$ cat src/rtl/srf_pkg.sv
package srf_pkg;

    typedef enum logic [2:0] {
        ST_IDLE  = 3'd0,
        ST_ENTER = 3'd1,
        ST_SREF  = 3'd2,
        ST_EXITW = 3'd3,
        ST_READY = 3'd4
    } srf_state_e;

    typedef enum logic [1:0] {
        CMD_NOP = 2'b00,
        CMD_SRE = 2'b01
    } mem_cmd_e;

endpackage

$ cat src/rtl/srf_dncnt.sv
module srf_dncnt #(
    parameter int W = 8
) (
    input  logic         clk,
    input  logic         rst_n,
    input  logic         load_i,
    input  logic [W-1:0] val_i,
    input  logic         dec_i,
    output logic         zero_o
);

    typedef struct packed {
        logic [W-1:0] cnt;
    } cnt_s;

    cnt_s cur_q, nxt_d;

    always_comb begin
        nxt_d = cur_q;
        if (load_i) begin
            nxt_d.cnt = val_i;
        end else if (dec_i && (cur_q.cnt != '0)) begin
            nxt_d.cnt = cur_q.cnt - 1'b1;
        end
    end

    always_ff @(posedge clk) begin
        if (!rst_n) begin
            cur_q <= '0;
        end else begin
            cur_q <= nxt_d;
        end
    end

    assign zero_o = (cur_q.cnt == '0);

    // Counter saturates at zero; keeps minimum-time and exit windows exact
    p_cnt_no_wrap_r4: assert property (@(posedge clk) disable iff (!rst_n)
        (!load_i && dec_i && zero_o) |=> zero_o);

endmodule

$ cat src/rtl/srf_acc_gate.sv
module srf_acc_gate
    import srf_pkg::*;
(
    input  srf_state_e state_i,
    input  logic       valid_i,
    input  logic       gate_i,
    output logic       ready_o,
    output logic       err_o,
    output logic       wake_o
);

    logic gated_zone;

    always_comb begin
        gated_zone = (state_i == ST_IDLE) || (state_i == ST_ENTER) || (state_i == ST_SREF);
        err_o      = valid_i && gate_i && gated_zone;
        wake_o     = valid_i && !gate_i && (state_i == ST_SREF);
        ready_o    = ((state_i == ST_IDLE) && !gate_i) || (state_i == ST_READY);
    end

endmodule

$ cat src/rtl/srf_seq.sv
module srf_seq
    import srf_pkg::*;
#(
    parameter int CNT_W     = 10,
    parameter int TRAS_CYC  = 8,
    parameter int TXSRD_CYC = 200
) (
    input  logic             clk,
    input  logic             rst_n,
    input  logic             srf_req_set_i,
    input  logic             clk_gate_i,
    input  logic [CNT_W-1:0] xsnr_cyc_i,
    input  logic             acc_valid_i,
    input  logic             acc_read_i,
    output logic             acc_ready_o,
    output logic             acc_err_o,
    output logic             cke_o,
    output logic [1:0]       cmd_o,
    output logic             srf_req_o,
    output logic             srf_active_o
);

    localparam int TRAS_W = $clog2(TRAS_CYC + 1);
    localparam logic [TRAS_W-1:0] TRAS_LOAD = TRAS_W'(TRAS_CYC - 1);
    localparam logic [CNT_W-1:0]  RD_LOAD   = CNT_W'(TXSRD_CYC - 1);

    typedef struct packed {
        srf_state_e st;
        logic       cke;
        logic       active;
        logic       req;
    } seq_s;

    seq_s seq_q, seq_d;

    logic             wake;
    logic             tras_zero, exit_zero;
    logic             tras_load, exit_load, exit_dec;
    logic [CNT_W-1:0] exit_val;

    srf_acc_gate i_gate (
        .state_i (seq_q.st),
        .valid_i (acc_valid_i),
        .gate_i  (clk_gate_i),
        .ready_o (acc_ready_o),
        .err_o   (acc_err_o),
        .wake_o  (wake)
    );

    srf_dncnt #(.W(TRAS_W)) i_tras_cnt (
        .clk    (clk),
        .rst_n  (rst_n),
        .load_i (tras_load),
        .val_i  (TRAS_LOAD),
        .dec_i  (seq_q.st == ST_SREF),
        .zero_o (tras_zero)
    );

    srf_dncnt #(.W(CNT_W)) i_exit_cnt (
        .clk    (clk),
        .rst_n  (rst_n),
        .load_i (exit_load),
        .val_i  (exit_val),
        .dec_i  (exit_dec),
        .zero_o (exit_zero)
    );

    always_comb begin
        if (acc_read_i) begin
            exit_val = RD_LOAD;
        end else if (xsnr_cyc_i == '0) begin
            exit_val = '0;
        end else begin
            exit_val = xsnr_cyc_i - 1'b1;
        end
    end

    always_comb begin
        seq_d     = seq_q;
        tras_load = 1'b0;
        exit_load = 1'b0;
        exit_dec  = 1'b0;
        seq_d.req = seq_q.req | srf_req_set_i;
        unique case (seq_q.st)
            ST_IDLE: begin
                if (seq_q.req) begin
                    seq_d.st  = ST_ENTER;
                    seq_d.cke = 1'b0;
                end
            end
            ST_ENTER: begin
                seq_d.st     = ST_SREF;
                seq_d.active = 1'b1;
                tras_load    = 1'b1;
            end
            ST_SREF: begin
                if (wake && tras_zero) begin
                    seq_d.st     = ST_EXITW;
                    seq_d.cke    = 1'b1;
                    seq_d.active = 1'b0;
                    seq_d.req    = 1'b0;
                    exit_load    = 1'b1;
                end
            end
            ST_EXITW: begin
                if (exit_zero) begin
                    seq_d.st = ST_READY;
                end else begin
                    exit_dec = 1'b1;
                end
            end
            ST_READY: begin
                seq_d.st = ST_IDLE;
            end
            default: begin
                seq_d.st = ST_IDLE;
            end
        endcase
    end

    always_ff @(posedge clk) begin
        if (!rst_n) begin
            seq_q.st     <= ST_IDLE;
            seq_q.cke    <= 1'b1;
            seq_q.active <= 1'b0;
            seq_q.req    <= 1'b0;
        end else begin
            seq_q <= seq_d;
        end
    end

    assign cke_o        = seq_q.cke;
    assign srf_active_o = seq_q.active;
    assign srf_req_o    = seq_q.req;
    assign cmd_o        = (seq_q.st == ST_ENTER) ? CMD_SRE : CMD_NOP;

    p_sre_one_cycle_r2: assert property (@(posedge clk) disable iff (!rst_n)
        (cmd_o == CMD_SRE) |=> (cmd_o == CMD_NOP));

    p_sre_cke_low_r2: assert property (@(posedge clk) disable iff (!rst_n)
        (cmd_o == CMD_SRE) |-> !cke_o);

    p_status_needs_cke_low_r3: assert property (@(posedge clk) disable iff (!rst_n)
        srf_active_o |-> !cke_o);

    p_exit_clears_flags_r5: assert property (@(posedge clk) disable iff (!rst_n)
        $rose(cke_o) |-> (!srf_active_o && !srf_req_o));

    p_gated_error_r8: assert property (@(posedge clk) disable iff (!rst_n)
        (acc_valid_i && clk_gate_i && !cke_o) |-> (acc_err_o && !acc_ready_o));

    p_gated_no_wake_r8: assert property (@(posedge clk) disable iff (!rst_n)
        (!cke_o && clk_gate_i) |=> !cke_o);

    p_no_ready_cke_low_r4: assert property (@(posedge clk) disable iff (!rst_n)
        !cke_o |-> !acc_ready_o);

endmodule

$ cat config.mk
export PLATFORM = sky130hd
export DESIGN_NAME = srf_seq
export DESIGN_NICKNAME = d
export VERILOG_FILES = /design/src/rtl/srf_pkg.sv /design/src/rtl/srf_dncnt.sv /design/src/rtl/srf_acc_gate.sv /design/src/rtl/srf_seq.sv
export SDC_FILE = /design/constraint.sdc
export NUM_CORES = 1
export LEC_CHECK = 0
export BUFFER_PORTS_ARGS = -buffer_cell sky130_fd_sc_hd__buf_2
export CORE_ASPECT_RATIO = 0.6
export CORE_MARGIN = 2
export CORE_UTILIZATION = 25
export DETAILED_ROUTE_END_ITERATION = 10
export GPL_TIMING_DRIVEN = 0
export SYNTH_ARGS = -nofsm -noshare
export SYNTH_HDL_FRONTEND = slang
export SYNTH_SLANG_ARGS = --single-unit
$ cat constraint.sdc
create_clock -name clk -period 2.2 [get_ports clk]
set_clock_uncertainty 0.15 [all_clocks]
set_input_delay 0.33 -clock clk [delete_from_list [all_inputs] [get_ports clk]]
set_output_delay 0.33 -clock clk [all_outputs]
set_load 0.02 [all_outputs]
==> results.json <==
{
  "fmax_mhz": 467,
  "final_hold_viol_count": 0,
  "cts.sinks": 20,
  "tightest_slew_ps": 736,
  "numPortBuffers": 21,
  "synth_nets": 182,
  "cp.buffers_inverters": 2,
  "n_fill_cell": 541,
  "cts_max_level": 1,
  "r2r-start": "i_exit_cnt.cur_q[4]",
  "cts_hold_buffers": 0,
  "layout.nets": 210,
  "ir_drop_mv": 0.318,
  "synthToLayoutAreaGrowth_pct": 23.9,
  "grt.total_usage": 0.120,
  "numCtsBuffers": 3,
  "grt_overflow_total": 0,
  "synth_area_um2": 1280,
  "post-route-util": 0.317,
  "place_congestion": 0.835,
  "grt_pass1_wl_um": 5360,
  "rsz0062_at_grt": "no",
  "grt_start_max_net_pins": 13,
  "cp-start-kind": "register",
  "power.static_leakage_nw": 0.739,
  "fin_crit_sh": 0.973,
  "worstPathRequired_ps": 2200,
  "die_area_um2": 5730,
  "r2r_setup_slack_ps": 60,
  "core_area_um2": 5000,
  "grt_pass1_vias": 1149,
  "ys_ff_latch": 20,
  "slew_violations": 0,
  "synth_enable_flop_cells": 0,
  "setup_viol_count_final": 0,
  "swShare": 0.272,
  "hp-class": "primary input to register",
  "finalWorstPathRequiredPeriod_ps": 2140,
  "cp.arrival_ps": 2150,
  "firstDrtPassIters": 4,
  "critical_path_class": "register to register",
  "postSynth.asyncResetShare": 0,
  "route.detailed.drc": 0,
  "p_seq_frac": 0.409,
  "antennaDiodeCount": 0,
  "start_util": 0.256,
  "clockBufferDepth": 2,
  "pwr-share-clk": 0.366,
  "drtAntennaViolNets": 0,
  "drtIter0Drc": 66,
  "fin_cells": 254,
  "clk_pin_slew_ps": 80,
  "p_comb_frac": 0.225,
  "critPathSlowestCell": "or4_1",
  "yosysWarnings": 0,
  "routed_wl_um": 3040,
  "cts_tree": "done",
  "cpPeakStageDelay_ps": 500,
  "max_cap_violations": 0,
  "worst-path-max-fanout": 7,
  "maxSlewHeadroom": 0.505,
  "setup.worst_path.start": "i_exit_cnt.cur_q[4]",
  "synthFlopType": "dfxtp_1",
  "synth.avg_cell_area_um2": 7.96,
  "antenna_found_initial": 0,
  "routedWlPerCell_um": 12.0,
  "endpoint_kind": "register",
  "hold_start": "srf_req_set_i",
  "status": "finished clean",
  "yosysSeqAreaShare": 0.313,
  "critPathTopFamily": "simple AND/OR/NAND/NOR gates",
  "dpl.hpwl_um": 2410,
  "clk_root_buffer_cell": "clkbuf_8",
  "internal_power_uw": 733,
  "layout_commonest_cell": "nor2_1",
  "ios": 23,
  "die_w_um": 96.4,
  "num_rows": 20,
  "dp.cells": 248,
  "path_cells": "or4_1 > buf_2 > o31ai_4 > buf_6 > nor4_1 > xor2_1 > o211a_1",
  "synth.distinct_cells": 41,
  "num_vias": 1200,
  "synthCells": 161,
  "clkLatencyLatePin_ps": 260,
  "vias_per_cell": 4.72,
  "mostFrequentLayoutCells": "23 x nor2_1, 22 x buf_2, 17 x dfxtp_1",
  "drive_above_1_share": 0.223,
  "p_switching_uw": 274,
  "die-height_um": 59.5,
  "powerDensity_nw_per_um2": 634
}
## worst reg2reg max path: stages, from the launching register on
cell and delay (ps):
dfxtp_2 360, or4_1 500, buf_2 170, o31ai_4 280
buf_6 150, nor4_1 50, xor2_1 150, o211a_1 220
## kinds of logic (layout without fill, tap and decap cells)
kind of cell / Yosys count / after routing / share of synthesized area
adder cells (fa/ha/maj): 5 / 5 / 0.0488
AND/OR/NAND/NOR: 74 / 74 / 0.303
AO/OA/AOI/OAI: 30 / 30 / 0.181
buffers and inverters: 17 / 44 / 0.0566
other: 1 / 1 / 0.00293
flip-flops: 20 / 20 / 0.312
XOR/XNOR: 14 / 14 / 0.0957
## repair_timing
item / in CTS / in global routing
resized for setup: 5 / 6
pin swaps: 1 / 2
endpoints found under the setup margin: 11 / 10
buffers inserted: 2 / 1
## cell usage after synthesis (2+ instances only)
library cell | instances | area, um^2
a211oi_1 | 2 | 15.0
a21oi_1 | 4 | 20.0
and3_1 | 6 | 37.5
buf_4 | 2 | 15.0
clkbuf_1 | 5 | 18.8
dfxtp_1 | 20 | 400
ha_1 | 5 | 62.6
inv_1 | 9 | 33.8
nand2_1 | 12 | 45.0
nand3_1 | 3 | 15.0
nand3b_1 | 2 | 15.0
nor2_1 | 23 | 86.3
nor3_1 | 5 | 25.0
nor3b_1 | 4 | 30.0
nor4_1 | 9 | 56.3
o2111ai_1 | 2 | 17.5
o211a_1 | 3 | 30.0
o21a_1 | 3 | 22.5
o21ai_0 | 7 | 35.0
or3_1 | 2 | 12.5
xnor2_1 | 6 | 52.6
xor2_1 | 8 | 70.1
## area by class of cell
| class | count | area, um^2 | area share |
|---|---|---|---|
| multi-input combinational | 124 | 828 | 0.522 |
| clock inverter | 1 | 30.0 | 0.0189 |
| sequential | 20 | 404 | 0.255 |
| tap | 66 | 82.6 | 0.0520 |
| clock buffer | 3 | 41.3 | 0.0260 |
| buffer | 7 | 36.3 | 0.0229 |
| timing repair buffer | 24 | 131 | 0.0827 |
| inverter | 9 | 33.8 | 0.0213 |
## metal layers
metal / part of all wire / GRT usage / wire, um
met2: 0.41 / 0.179 / 1230
met5: 0 / 0 / 0
met3: 0.053 / 0.0369 / 160
met1: 0.54 / 0.175 / 1640
met4: 0.0033 / 0.0121 / 10
## worst paths after layout
check	endpoint	depth (start not counted)
setup reg to reg	i_exit_cnt.cur_q[6]	7
hold / removal	srf_req_o	3
hold reg to reg	srf_active_o	2
setup / recovery	i_exit_cnt.cur_q[6]	7
## power by group through the flow
| stage | Sequential [mW] | Clock [mW] | Combinational [mW] |
|---|---|---|---|
| 6_report | 0.412 | 0.368 | 0.227 |
| 4_1_cts | 0.407 | 0.375 | 0.227 |
| 5_1_grt | 0.417 | 0.390 | 0.259 |
| 3_5_place_dp | 0.415 | 0 | 0.220 |
| 2_1_floorplan | 0.417 | 0 | 0.153 |
| 3_3_place_gp | 0.414 | 0 | 0.220 |
## metrics by stage
stage	worst slack, ps	TNS (ps)	power, mW	hold WS (ps)	cell area, um^2
floorplan	104	0	0.570	299	1280
global placement	-165	-992	0.634	316	1470
detailed placement	-140	-857	0.634	335	1470
CTS	28.9	0	1.01	169	1570
global route	0.910	0	1.07	182	1590
finish	59.2	0	1.01	169	1590
## registers in the layout (all words and copies together) (netlist names)
signal	count
seq_q	3
srf_req_o	1
cke_o	1
srf_active_o	1
i_tras_cnt.cur_q	4
i_exit_cnt.cur_q	10
(Power assumes the default switching activity.)
